<file path="config.mk">
export PLATFORM = sky130hd
export DESIGN_NAME = cond_irq_unit
export DESIGN_NICKNAME = d
export VERILOG_FILES = /design/src/rtl/cond_irq_pkg.sv /design/src/rtl/cond_irq_ctrl.sv /design/src/rtl/cond_irq_datapath.sv /design/src/rtl/cond_irq_unit.sv
export SDC_FILE = /design/constraint.sdc
export NUM_CORES = 1
export LEC_CHECK = 0
export BUFFER_PORTS_ARGS = -buffer_cell sky130_fd_sc_hd__clkbuf_2
export CAP_MARGIN = 0
export CORE_MARGIN = 4
export CORE_UTILIZATION = 44
export DETAILED_ROUTE_END_ITERATION = 8
export PLACE_DENSITY = 0.68
export SLEW_MARGIN = 10
export SYNTH_ARGS = -nofsm -noshare
export SYNTH_HDL_FRONTEND = slang
export SYNTH_SLANG_ARGS = --single-unit
</file>
<file path="constraint.sdc">
create_clock -name clk -period 1.5 [get_ports clk]
set_clock_uncertainty 0.05 [all_clocks]
set_input_delay 0.45 -clock clk [delete_from_list [all_inputs] [get_ports clk]]
set_output_delay 0.45 -clock clk [all_outputs]
set_load 0.05 [all_outputs]
</file>
<file path="src/rtl/cond_irq_pkg.sv">
package cond_irq_pkg;

  // Per-source sensitivity, encoded as {fallSel, riseSel}
  typedef enum logic [1:0] {
    SENS_LEVEL     = 2'b00,
    SENS_RISE      = 2'b01,
    SENS_FALL      = 2'b10,
    SENS_LEVEL_ALT = 2'b11
  } sens_e;

  // Register word addresses
  localparam logic [1:0] ADDR_STATUS = 2'd0;
  localparam logic [1:0] ADDR_MASK   = 2'd1;
  localparam logic [1:0] ADDR_RISE   = 2'd2;
  localparam logic [1:0] ADDR_FALL   = 2'd3;

  // Strobes from control to datapath
  typedef struct packed {
    logic statusRd;
  } ctlStrobe_t;

endpackage

</file>
<file path="src/rtl/cond_irq_ctrl.sv">
module cond_irq_ctrl
  import cond_irq_pkg::*;
#(
  parameter int NUM_SRC = 4
) (
  input  logic               clk,
  input  logic               rst,
  input  logic               regWrEn,
  input  logic               regRdEn,
  input  logic [1:0]         regAddr,
  input  logic [NUM_SRC-1:0] regWrData,
  input  logic [NUM_SRC-1:0] statusQ,
  output logic [NUM_SRC-1:0] maskQ,
  output logic [NUM_SRC-1:0] riseSel,
  output logic [NUM_SRC-1:0] fallSel,
  output ctlStrobe_t         strb,
  output logic [NUM_SRC-1:0] regRdData
);

  logic maskWr, riseWr, fallWr;

  assign maskWr = regWrEn && (regAddr == ADDR_MASK);
  assign riseWr = regWrEn && (regAddr == ADDR_RISE);
  assign fallWr = regWrEn && (regAddr == ADDR_FALL);

  assign strb.statusRd = regRdEn && (regAddr == ADDR_STATUS);

  always_ff @(posedge clk) begin
    if (rst) begin
      maskQ   <= '1;
      riseSel <= '0;
      fallSel <= '0;
    end else begin
      if (maskWr) maskQ   <= regWrData;
      if (riseWr) riseSel <= regWrData;
      if (fallWr) fallSel <= regWrData;
    end
  end

  always_comb begin
    unique case (regAddr)
      ADDR_STATUS: regRdData = statusQ;
      ADDR_MASK:   regRdData = maskQ;
      ADDR_RISE:   regRdData = riseSel;
      default:     regRdData = fallSel;
    endcase
  end

endmodule

</file>
<file path="src/rtl/cond_irq_datapath.sv">
module cond_irq_datapath
  import cond_irq_pkg::*;
#(
  parameter int NUM_SRC     = 4,
  parameter int SYNC_STAGES = 2
) (
  input  logic               clk,
  input  logic               rst,
  input  logic [NUM_SRC-1:0] condIn,
  input  logic [NUM_SRC-1:0] riseSel,
  input  logic [NUM_SRC-1:0] fallSel,
  input  logic [NUM_SRC-1:0] maskQ,
  input  ctlStrobe_t         strb,
  output logic [NUM_SRC-1:0] statusQ,
  output logic               irqOut
);

  localparam int LAST = SYNC_STAGES - 1;

  logic [NUM_SRC-1:0] syncQ [SYNC_STAGES];
  logic [NUM_SRC-1:0] prevQ;
  logic [NUM_SRC-1:0] statusNxt;

  // Synchroniser chain followed by one history stage for edge detection
  always_ff @(posedge clk) begin
    if (rst) begin
      for (int k = 0; k < SYNC_STAGES; k++) syncQ[k] <= '0;
      prevQ <= '0;
    end else begin
      syncQ[0] <= condIn;
      for (int k = 1; k < SYNC_STAGES; k++) syncQ[k] <= syncQ[k-1];
      prevQ <= syncQ[LAST];
    end
  end

  for (genvar i = 0; i < NUM_SRC; i++) begin : g_src
    logic  cur, prv, risePulse, fallPulse, held;
    sens_e sens;

    assign cur       = syncQ[LAST][i];
    assign prv       = prevQ[i];
    assign risePulse = cur & ~prv;
    assign fallPulse = ~cur & prv;
    assign held      = statusQ[i] & ~strb.statusRd;
    assign sens      = sens_e'({fallSel[i], riseSel[i]});

    assign statusNxt[i] = (sens == SENS_RISE) ? (held | risePulse) :
                          (sens == SENS_FALL) ? (held | fallPulse) :
                          cur;
  end

  always_ff @(posedge clk) begin
    if (rst) statusQ <= '0;
    else     statusQ <= statusNxt;
  end

  assign irqOut = |(statusQ & ~maskQ);

endmodule

</file>
<file path="src/rtl/cond_irq_unit.sv">
module cond_irq_unit
  import cond_irq_pkg::*;
#(
  parameter int NUM_SRC     = 4,
  parameter int SYNC_STAGES = 2
) (
  input  logic               clk,
  input  logic               rst,
  input  logic [NUM_SRC-1:0] condIn,
  input  logic               regWrEn,
  input  logic               regRdEn,
  input  logic [1:0]         regAddr,
  input  logic [NUM_SRC-1:0] regWrData,
  output logic [NUM_SRC-1:0] regRdData,
  output logic               irqOut
);

  logic [NUM_SRC-1:0] statusQ, maskQ, riseSel, fallSel;
  ctlStrobe_t         strb;

  cond_irq_ctrl #(.NUM_SRC(NUM_SRC)) u_ctrl (
    .clk       (clk),
    .rst       (rst),
    .regWrEn   (regWrEn),
    .regRdEn   (regRdEn),
    .regAddr   (regAddr),
    .regWrData (regWrData),
    .statusQ   (statusQ),
    .maskQ     (maskQ),
    .riseSel   (riseSel),
    .fallSel   (fallSel),
    .strb      (strb),
    .regRdData (regRdData)
  );

  cond_irq_datapath #(.NUM_SRC(NUM_SRC), .SYNC_STAGES(SYNC_STAGES)) u_dp (
    .clk     (clk),
    .rst     (rst),
    .condIn  (condIn),
    .riseSel (riseSel),
    .fallSel (fallSel),
    .maskQ   (maskQ),
    .strb    (strb),
    .statusQ (statusQ),
    .irqOut  (irqOut)
  );

endmodule

</file>
== Word level (Yosys, flattened, before mapping) ==
Memories as Yosys holds them, arrays and structs flattened.
Index checks and enable logic that the tools add are counted.

* Flip-flop bits (word level): 20
* Word-level logic and storage cells: 70
* RAM bits: 8
* Memories: 1
* Output and inout bits: 5

{| class="wikitable"
|+ Memories
! memory !! words !! width !! read ports !! clocked after Yosys merged registers in !! write ports !! line !! text
|-
| u_dp.syncQ || 2 || 4 || 2 || 0 || 2 || cond_irq_datapath.sv:20 || <nowiki>logic [NUM_SRC-1:0] syncQ [SYNC_STAGES];</nowiki>
|}

* Reduce and logical (&&, ||, !) cells: 6
* Multiplexer cells: 14
* Bitwise operators: 33
* Equality and inequality tests: 11

{| class="wikitable"
|+ Operators by type and width
! operator !! count
|-
| $and A1 B1 Y1 || 12
|-
| $eq A2 B2 Y1 const B || 6
|-
| $pmux W4 S3 || 1
|-
| $mux W1 || 11
|-
| $eq A2 B1 Y1 const B || 5
|-
| $or A1 B1 Y1 || 10
|-
| $not A1 Y1 || 9
|-
| $mux W4 || 2
|-
| $and A4 B4 Y4 || 1
|-
| $logic_and A1 B1 Y1 || 4
|-
| $not A4 Y4 || 1
|-
| $reduce_or A4 Y1 || 1
|-
| $logic_not A2 Y1 || 1
|}

== Logic depth before layout (Yosys ltp) ==
Gate-level depths: netlist of run 1.

* Depth in word-level cells: 7
* Depth in mapped cells: 6
* Gate-level depth less buffers: 4

== Cells and area by module ==
A second synthesis of run 1 with hierarchy kept.

* Cells, all modules: 128
* Area, all modules: 1,318.8 sq um

{| class="wikitable"
|+ By module, submodules not included
! module !! instances !! seq. area each (sq um) !! cells an instance !! area each (sq um)
|-
| cond_irq_datapath || 1 || 320.3 || 70 || 680.7
|-
| cond_irq_ctrl || 1 || 240.2 || 58 || 638.1
|}

== Least setup slack after synthesis of run 1 ==
OpenSTA, ideal clock, no wires.

* Path type: input to output
* Start: input port regAddr[1]
* End: output port regRdData[0]
* Data arrival time: 1,344 ps
* Stages on the path: 2
* Slack: -344 ps
* Cell sequence: buf_6 mux4_1

* Word-level cells in the longest chain between the ends: 2

{| class="wikitable"
|+ Ends and longest elaborated chain
! item !! line !! text
|-
| from (decl) || cond_irq_unit.sv:12 || <nowiki>input logic [1:0] regAddr,</nowiki>
|-
| $eq A2 B2 Y1, or another cell as far along || cond_irq_ctrl.sv:41 || <nowiki>unique case (regAddr)</nowiki>
|-
| $pmux W4 S3 * || cond_irq_ctrl.sv:41 ||
|-
| to (decl) || cond_irq_unit.sv:14 || <nowiki>output logic [NUM_SRC-1:0] regRdData,</nowiki>
|}

Every way passes the cells marked *; elsewhere a longest branch is shown, timed or not.

== Final worst setup path of run 1 ==
* Start: register u_dp.statusQ[3]
* End: output port regRdData[3]

* Word-level cells in the longest chain between the ends: 1

{| class="wikitable"
|+ Ends and longest elaborated chain
! item !! line !! text
|-
| from (decl) || cond_irq_datapath.sv:14 || <nowiki>output logic [NUM_SRC-1:0] statusQ,</nowiki>
|-
| from (signal assigned) || cond_irq_datapath.sv:54 || <nowiki>else statusQ <= statusNxt;</nowiki>
|-
| $pmux W4 S3 || cond_irq_ctrl.sv:41 ||
|}

Every way passes these cells.

==> results.txt, run 1 <==
----------------------------------------------------
[Run status]
  Outcome ... finished, violations left
  Violated checks ... negative setup slack

[Worst setup path]
  Number of cells traversed by the worst register-to-register path ... 4
  Sort of element at the end of the critical path ... output port
  Count of buffer and inverter cells on the critical path ... 1
  R2r endpoint ... u_dp.statusQ[1]
  Element type at the critical path start ... flop
  Crit Reg-Reg Startpoint ... u_dp.prevQ[1]
  Path type of the worst setup path ... reg2out
  Critical Path, Cell by Cell ... mux4_2, buf_8
  Kind of cell adding the most delay to the critical path ... multiplexers
  Critical Path Max Stage Delay ... 480 ps
  Cell with the largest stage delay on the worst path ... sky130_fd_sc_hd__mux4_2
  Setup slack on the worst flop-to-flop path ... 350 ps
  Crit path max fanout ... 3
  Critical path data required time ... 1000 ps
  CP Data Arrival Time ... 1320 ps

[Synthesis]
  Count of flip-flops with a built-in enable after synthesis ... 0
  Primary flip-flop cell chosen by synthesis mapping ... sky130_fd_sc_hd__dfxtp_1
  Post-synth ARST share ... 0%
  Dominant cell type by area after synthesis ... sky130_fd_sc_hd__dfxtp_1
  Synth unique cells ... 25
  Portion of synthesized cell area occupied by the leading cell type ... 45.6%
  Mean instance size in the synthesized netlist ... 10.2 um^2
  Most used standard cells in the synthesized netlist ... sky130_fd_sc_hd__dfxtp_1 (28), sky130_fd_sc_hd__nor2b_1 (15), sky130_fd_sc_hd__nor2_1 (13), sky130_fd_sc_hd__a31oi_1 (8)
  Area contributors post-synth ... sky130_fd_sc_hd__dfxtp_1 (46%), sky130_fd_sc_hd__nor2b_1 (7.6%), sky130_fd_sc_hd__mux2i_1 (5.7%)
  Net count after synthesis ... 135
  Number of instances in the synthesized netlist ... 121
  Area of the mapped netlist ... 0.00123 mm^2
  Number of warnings printed during yosys synthesis ... 0
  Proportion of synthesized chip area in sequential cells ... 45.6%
  Synth Register Bits ... 28
  Top-count cell post-synth ... sky130_fd_sc_hd__dfxtp_1

[Timing]
  Worst hold margin ... 280 ps
  Unrepaired setup endpoints after global routing ... yes
  Minimum clock period ... 1820 ps
  Worst setup margin ... -324 ps
  Number of max-slew violations in the final report ... 0
  Top achievable clock speed ... 548 MHz
  Final hold violations ... 0
  Number of failing setup endpoints in the final timing report ... 5
  Final cycle utilization of the critical path ... 122%
  Max_slew headroom ... 72.1%
  Least-Margin Pin Slew ... 418 ps

[Layout]
  Total of fill cells in the finished design ... 224
  FF/Latch Area ... 566 um^2
  Fraction of final layout cells sized beyond drive strength 1 ... 35.3%
  Number of nets in the final layout ... 172
  Utilization after layout ... 61.2%
  Antenna diodes ... 0
  Multi-input gate area ... 611 um^2
  Area added between synthesis and finish ... 27.9%

[Drt]
  Wire length reported by the detailed router ... 2560 um
  Number of design rule violations left after detail routing ... 0
  Total iterations of the first detailed-routing run ... 4
  Residual antenna-violating net count after detailed routing ... 0
  Drt first-iter violations ... 47
  Via density ... 5.35
  Via count ... 996
  Routed len/inst ... 13.7 um

[Power and ir drop]
  Power share of the combinational group ... 19.0%
  Internal portion of total power ... 997 uW
  Net Sw Power ... 342 uW
  VDD IR max ... 544 uV
  Switching share of total power ... 25.5%
  Standby leakage power ... 0.000688 uW
  Proportion of power drawn by flip-flops and latches ... 59.0%
  Fraction of power consumed by the clock network ... 22.0%
  Power density over the cells ... 852 mW/mm^2

[Clocking]
  TritonCTS clock tree ... done
  Clock buffer depth ... 2
  Maximum level of the CTS H-tree ... 1
  Number of post-CTS setup repair buffers ... 0
  CTS Hold Bufs ... 0
  Buffer type at the clock tree root ... sky130_fd_sc_hd__clkbuf_4
  Clock-pin slew reported for the worst setup and hold paths after clock tree synthesis ... 140 ps
  Cts bufs inserted ... 3
  Sinks on the clock net ... 28
  Worst-Skew Late Latency ... 310 ps

[Hold path]
  Startpoint of the tightest hold check path ... condIn[0]
  Hold crit path type ... in2reg
  Hold EP ... u_dp.syncQ[0][0]
  Number of cells on the worst hold path ... 2

[Global route]
  Overall global routing resource usage ... 15.6%
  First-pass GRT wire length ... 4300 um
  Antenna violations before repair ... 0
  Overflow left after global routing ... 0
  Maximum number of pins on one net before global-route repair ... 20
  Number of global-route vias before repair ... 1025

[Floorplan]
  Row Count ... 18
  Die area ... 0.00370 mm^2
  Initial core utilization ... 47.9%
  Placeable core region ... 0.00257 mm^2
  Horizontal die dimension ... 60.8 um
  Die Ht ... 60.8 um
  I/O pin count ... 19

[Placement]
  DP Wirelength ... 1940 um
  Weighted congestion at the end of routability-driven global placement ... 0.750
  Port buffer count ... 18

[Flow run]
  Max-cap violation count ... 0

----------------------------------------------------
repair_timing:
action,in CTS,in global routing
setup endpoints to repair,9,5
pin swaps,1,0
hold endpoints to repair,0,0
gates cloned,0,0
resized for setup,16,7
placed cells by master (no fill, tap or decap):
master / netlist / layout
sky130_fd_sc_hd__a211o_1: 4 / 4
sky130_fd_sc_hd__a21oi_1: 2 / 1
sky130_fd_sc_hd__a21oi_2: 2 / 3
sky130_fd_sc_hd__a22o_1: 1 / 1
sky130_fd_sc_hd__a22oi_2: 0 / 1
sky130_fd_sc_hd__a31oi_1: 8 / 8
sky130_fd_sc_hd__buf_12: 0 / 1
sky130_fd_sc_hd__buf_4: 1 / 18
sky130_fd_sc_hd__buf_6: 2 / 1
sky130_fd_sc_hd__buf_8: 0 / 5
sky130_fd_sc_hd__clkbuf_2: 0 / 12
sky130_fd_sc_hd__clkbuf_4: 0 / 4
sky130_fd_sc_hd__dfxtp_1: 28 / 24
sky130_fd_sc_hd__dfxtp_2: 0 / 4
sky130_fd_sc_hd__inv_1: 7 / 7
sky130_fd_sc_hd__mux2i_1: 7 / 7
sky130_fd_sc_hd__mux4_2: 2 / 4
sky130_fd_sc_hd__nand2_1: 2 / 2
sky130_fd_sc_hd__nand2b_1: 4 / 4
sky130_fd_sc_hd__nand3_1: 1 / 1
sky130_fd_sc_hd__nand3b_1: 3 / 3
sky130_fd_sc_hd__nand4b_1: 4 / 4
sky130_fd_sc_hd__nor2_1: 13 / 13
sky130_fd_sc_hd__nor2b_1: 15 / 15
sky130_fd_sc_hd__nor3b_1: 4 / 4
sky130_fd_sc_hd__o21ai_0: 2 / 2
sky130_fd_sc_hd__o221ai_2: 0 / 1
sky130_fd_sc_hd__or3b_1: 2 / 1
sky130_fd_sc_hd__or3b_4: 0 / 1
power groups by stage:
stage	sequential, uW	combinational (uW)	clock [uW]
5_1_grt	795	276	338
3_3_place_gp	804	220	0
4_1_cts	790	249	304
6_report	790	255	294
2_1_floorplan	809	144	0
3_5_place_dp	806	227	0
per-stage QoR:
step | power [uW] | instance area [um^2] | setup TNS, ps | instances | setup WS [ps]
final | 1340 | 1570 | -1490 | 186 | -324
after global routing | 1410 | 1570 | -1780 | 186 | -378
after CTS | 1340 | 1560 | -1570 | 186 | -342
after detailed placement | 1030 | 1480 | -3190 | 183 | -404
after global placement | 1020 | 1480 | -2870 | 183 | -387
after floorplan | 953 | 1240 | -921 | 121 | -195
how the worst max path moves through the flow:
stage | start | to | cells past startpoint
2_1_floorplan | regAddr[1] | regRdData[0] | 2
3_3_place_gp | regAddr[1] | regRdData[3] | 3
3_5_place_dp | regAddr[0] | u_dp.statusQ[0] | 6
6_report | u_dp.statusQ[3] | regRdData[3] | 2
5_1_grt | u_dp.statusQ[3] | regRdData[3] | 2
4_1_cts | u_ctrl.fallSel[1] | regRdData[1] | 2
kinds of logic (layout without fill, tap and decap cells):
group | Yosys count | after routing | share of synthesized area [%]
compound gates | 21 | 21 | 12.0
buf+inv | 13 | 48 | 5.50
flops | 28 | 28 | 45.6
mux | 11 | 11 | 13.6
simple gates | 48 | 48 | 23.2
flip-flops by register name (all words and copies together), names as in the netlist:
signal          count
u_dp.prevQ          4
u_dp.statusQ        4
u_ctrl.maskQ        4
u_ctrl.riseSel      4
u_dp.syncQ          8
u_ctrl.fallSel      4
final cells by class:
cell class | instances | share of cell area [%]
Clock buffer | 3 | 1.43
Inverter | 7 | 1.67
Multi-Input combinational cell | 80 | 38.9
Sequential cell | 28 | 36.0
Tap cell | 30 | 2.39
Timing Repair Buffer | 38 | 19.7
worst reg2reg max path, stage by stage (launching register included):
cell and delay [ps]:
sky130_fd_sc_hd__dfxtp_1 350, sky130_fd_sc_hd__nor2b_1 160, sky130_fd_sc_hd__a21oi_2 40, sky130_fd_sc_hd__or3b_1 370
sky130_fd_sc_hd__a31oi_1 120
routing by layer:
metal	up-vias	wire, um	GRT usage (%)
met5	-	0	0
met4	0	19	5.88
met3	2	101	3.19
met2	18	1250	26.1
met1	481	1180	19.6
li1	495	-	-
Note: power is estimated with default switching activity, not from simulation.
==> run 2, diff against run 1 <==
- PLACE_DENSITY: 0.68 -> 0.75
==> results.txt, run 2 (synthesis gave the netlist of run 1 again) <==
----------------------------------------------------
[Layout]
  Final cell count without fillers ... 186
  Most frequent cells in the layout ... sky130_fd_sc_hd__dfxtp_1 (19), sky130_fd_sc_hd__buf_4 (18), sky130_fd_sc_hd__nor2b_1 (15), sky130_fd_sc_hd__nor2_1 (13), sky130_fd_sc_hd__clkbuf_2 (13)
  Fraction of final layout cells sized beyond drive strength 1 ... 38.5%
  Utilization after layout ... 61.4%
  Area added between synthesis and finish ... 28.2%
  Total of fill cells in the finished design ... 210
  Number of nets in the final layout ... 172
  Most common cell after layout, fill and taps aside ... sky130_fd_sc_hd__dfxtp_1
  Flip-flop count of the largest register after layout ... 8
  Register containing the most flip-flops in the final layout ... u_dp.syncQ
  Antenna diodes ... 0

[Global route]
  Overall global routing resource usage ... 15.2%
  Number of global-route vias before repair ... 1044
  Maximum number of pins on one net before global-route repair ... 15
  Overflow left after global routing ... 0
  Antenna violations before repair ... 0
  First-pass GRT wire length ... 4250 um

[Floorplan]
  Die area ... 0.00370 mm^2
  Initial core utilization ... 47.9%
  I/O pin count ... 19
  Die Ht ... 60.8 um
  Placeable core region ... 0.00257 mm^2
  Row Count ... 18
  Horizontal die dimension ... 60.8 um

[Timing]
  Worst hold margin ... 275 ps
  Unrepaired setup endpoints after global routing ... yes
  Minimum clock period ... 1830 ps
  Number of max-slew violations in the final report ... 0
  Worst setup margin ... -330 ps
  Final hold violations ... 0
  Max_slew headroom ... 78.5%
  Final cycle utilization of the critical path ... 122%
  Setup TNS Final ... -1500 ps
  Number of failing setup endpoints in the final timing report ... 5
  Least-Margin Pin Slew ... 322 ps
  Top achievable clock speed ... 547 MHz

[Drt]
  Drt first-iter violations ... 45
  Via density ... 5.38
  Via count ... 1001
  Number of design rule violations left after detail routing ... 0
  Routed len/inst ... 13.6 um
  Total iterations of the first detailed-routing run ... 6
  Wire length reported by the detailed router ... 2520 um
  Residual antenna-violating net count after detailed routing ... 0

[Flow run]
  Max-cap violation count ... 0

[Power and ir drop]
  Power density over the cells ... 854 mW/mm^2
  Standby leakage power ... 0.000690 uW
  Power, Total ... 1340 uW
  VDD IR max ... 539 uV

[Clocking]
  Clock-pin slew reported for the worst setup and hold paths after clock tree synthesis ... 140 ps
  Worst-Skew Late Latency ... 320 ps
  Cts bufs inserted ... 3
  TritonCTS clock tree ... done
  Maximum level of the CTS H-tree ... 1
  Clock buffer depth ... 2
  Buffer type at the clock tree root ... sky130_fd_sc_hd__clkbuf_4
  Sinks on the clock net ... 28

[Run status]
  Violated checks ... negative setup slack
  Outcome ... finished, violations left

[Worst setup path]
  Kind of cell adding the most delay to the critical path ... multiplexers
  Sort of element at the end of the critical path ... output port
  Path type of the worst setup path ... reg2out
  CP Data Arrival Time ... 1330 ps
  Critical Path, Cell by Cell ... mux4_2, buf_8
  Cell with the largest stage delay on the worst path ... sky130_fd_sc_hd__mux4_2
  Element type at the critical path start ... flop
  Crit path max fanout ... 2
  Critical Path Max Stage Delay ... 490 ps
  Critical path data required time ... 1000 ps
  Count of buffer and inverter cells on the critical path ... 1

[Placement]
  Number of placed instances with taps included ... 183
  Port buffer count ... 18
  Weighted congestion at the end of routability-driven global placement ... 0.751
  DP Wirelength ... 1920 um

[Hold path]
  Hold crit path type ... in2reg

----------------------------------------------------
[run 2: cell counts in the layout (fill, tap and decap cells not counted)]
Identical to the previous run, type by type.
[run 2: routing by layer]
metal	part of all wire (%)	GRT usage [%]	up-vias
met5	0	0	-
met2	46	24.9	23
li1	-	-	498
met4	1.3	6.19	0
met1	48	19.3	474
met3	4.8	3.62	6
[run 2: power by group]
part / internal [uW] / leakage (uW) / switching, uW
Sequential: 776 / 0.000231 / 16.3
Combinational: 129 / 0.000445 / 126
Clock: 94.0 / 0.0000138 / 204
Total: 998 / 0.000690 / 347
[run 2: final timing paths]
check                    start          endpoint  slack [ps]  depth (start not counted)
max          u_ctrl.fallSel[1]      regRdData[1]        -330                          2
min                  condIn[2]  u_dp.syncQ[0][2]         280                          2
max reg2reg      u_dp.prevQ[1]   u_dp.statusQ[1]         330                          4
min reg2reg   u_dp.syncQ[0][2]  u_dp.syncQ[0][6]         410                          1
[run 2: worst register-to-register path, stage by stage, from the launching register on]
cell and delay, ps:
sky130_fd_sc_hd__dfxtp_1 350, sky130_fd_sc_hd__nor2b_1 160, sky130_fd_sc_hd__a21oi_2 40, sky130_fd_sc_hd__or3b_1 380
sky130_fd_sc_hd__a31oi_1 130
[run 2: metrics by stage]
step / worst slack (ps) / cell area [um^2]
final: -330 / 1580
after global routing: -382 / 1580
after CTS: -349 / 1560
after detailed placement: -378 / 1480
after global placement: -367 / 1480
after floorplan: -195 / 1240
[run 2: final cells by class]
type / instances / area [um^2] / share of cell area (%)
multi-input cells: 80 / 611 / 38.8
repair buffers: 38 / 307 / 19.5
flip-flops and latches: 28 / 572 / 36.3
clock buffers: 3 / 22.5 / 1.43
inverters: 7 / 26.3 / 1.67
well taps: 30 / 37.5 / 2.38
[run 2: what timing repair did]
| action | in CTS | in global routing |
|---|---|---|
| setup buffers | 0 | 0 |
| endpoints found under the setup margin | 6 | 5 |
| pin swaps | 1 | 0 |
| hold buffers | 0 | 0 |
| gates resized for setup | 14 | 13 |
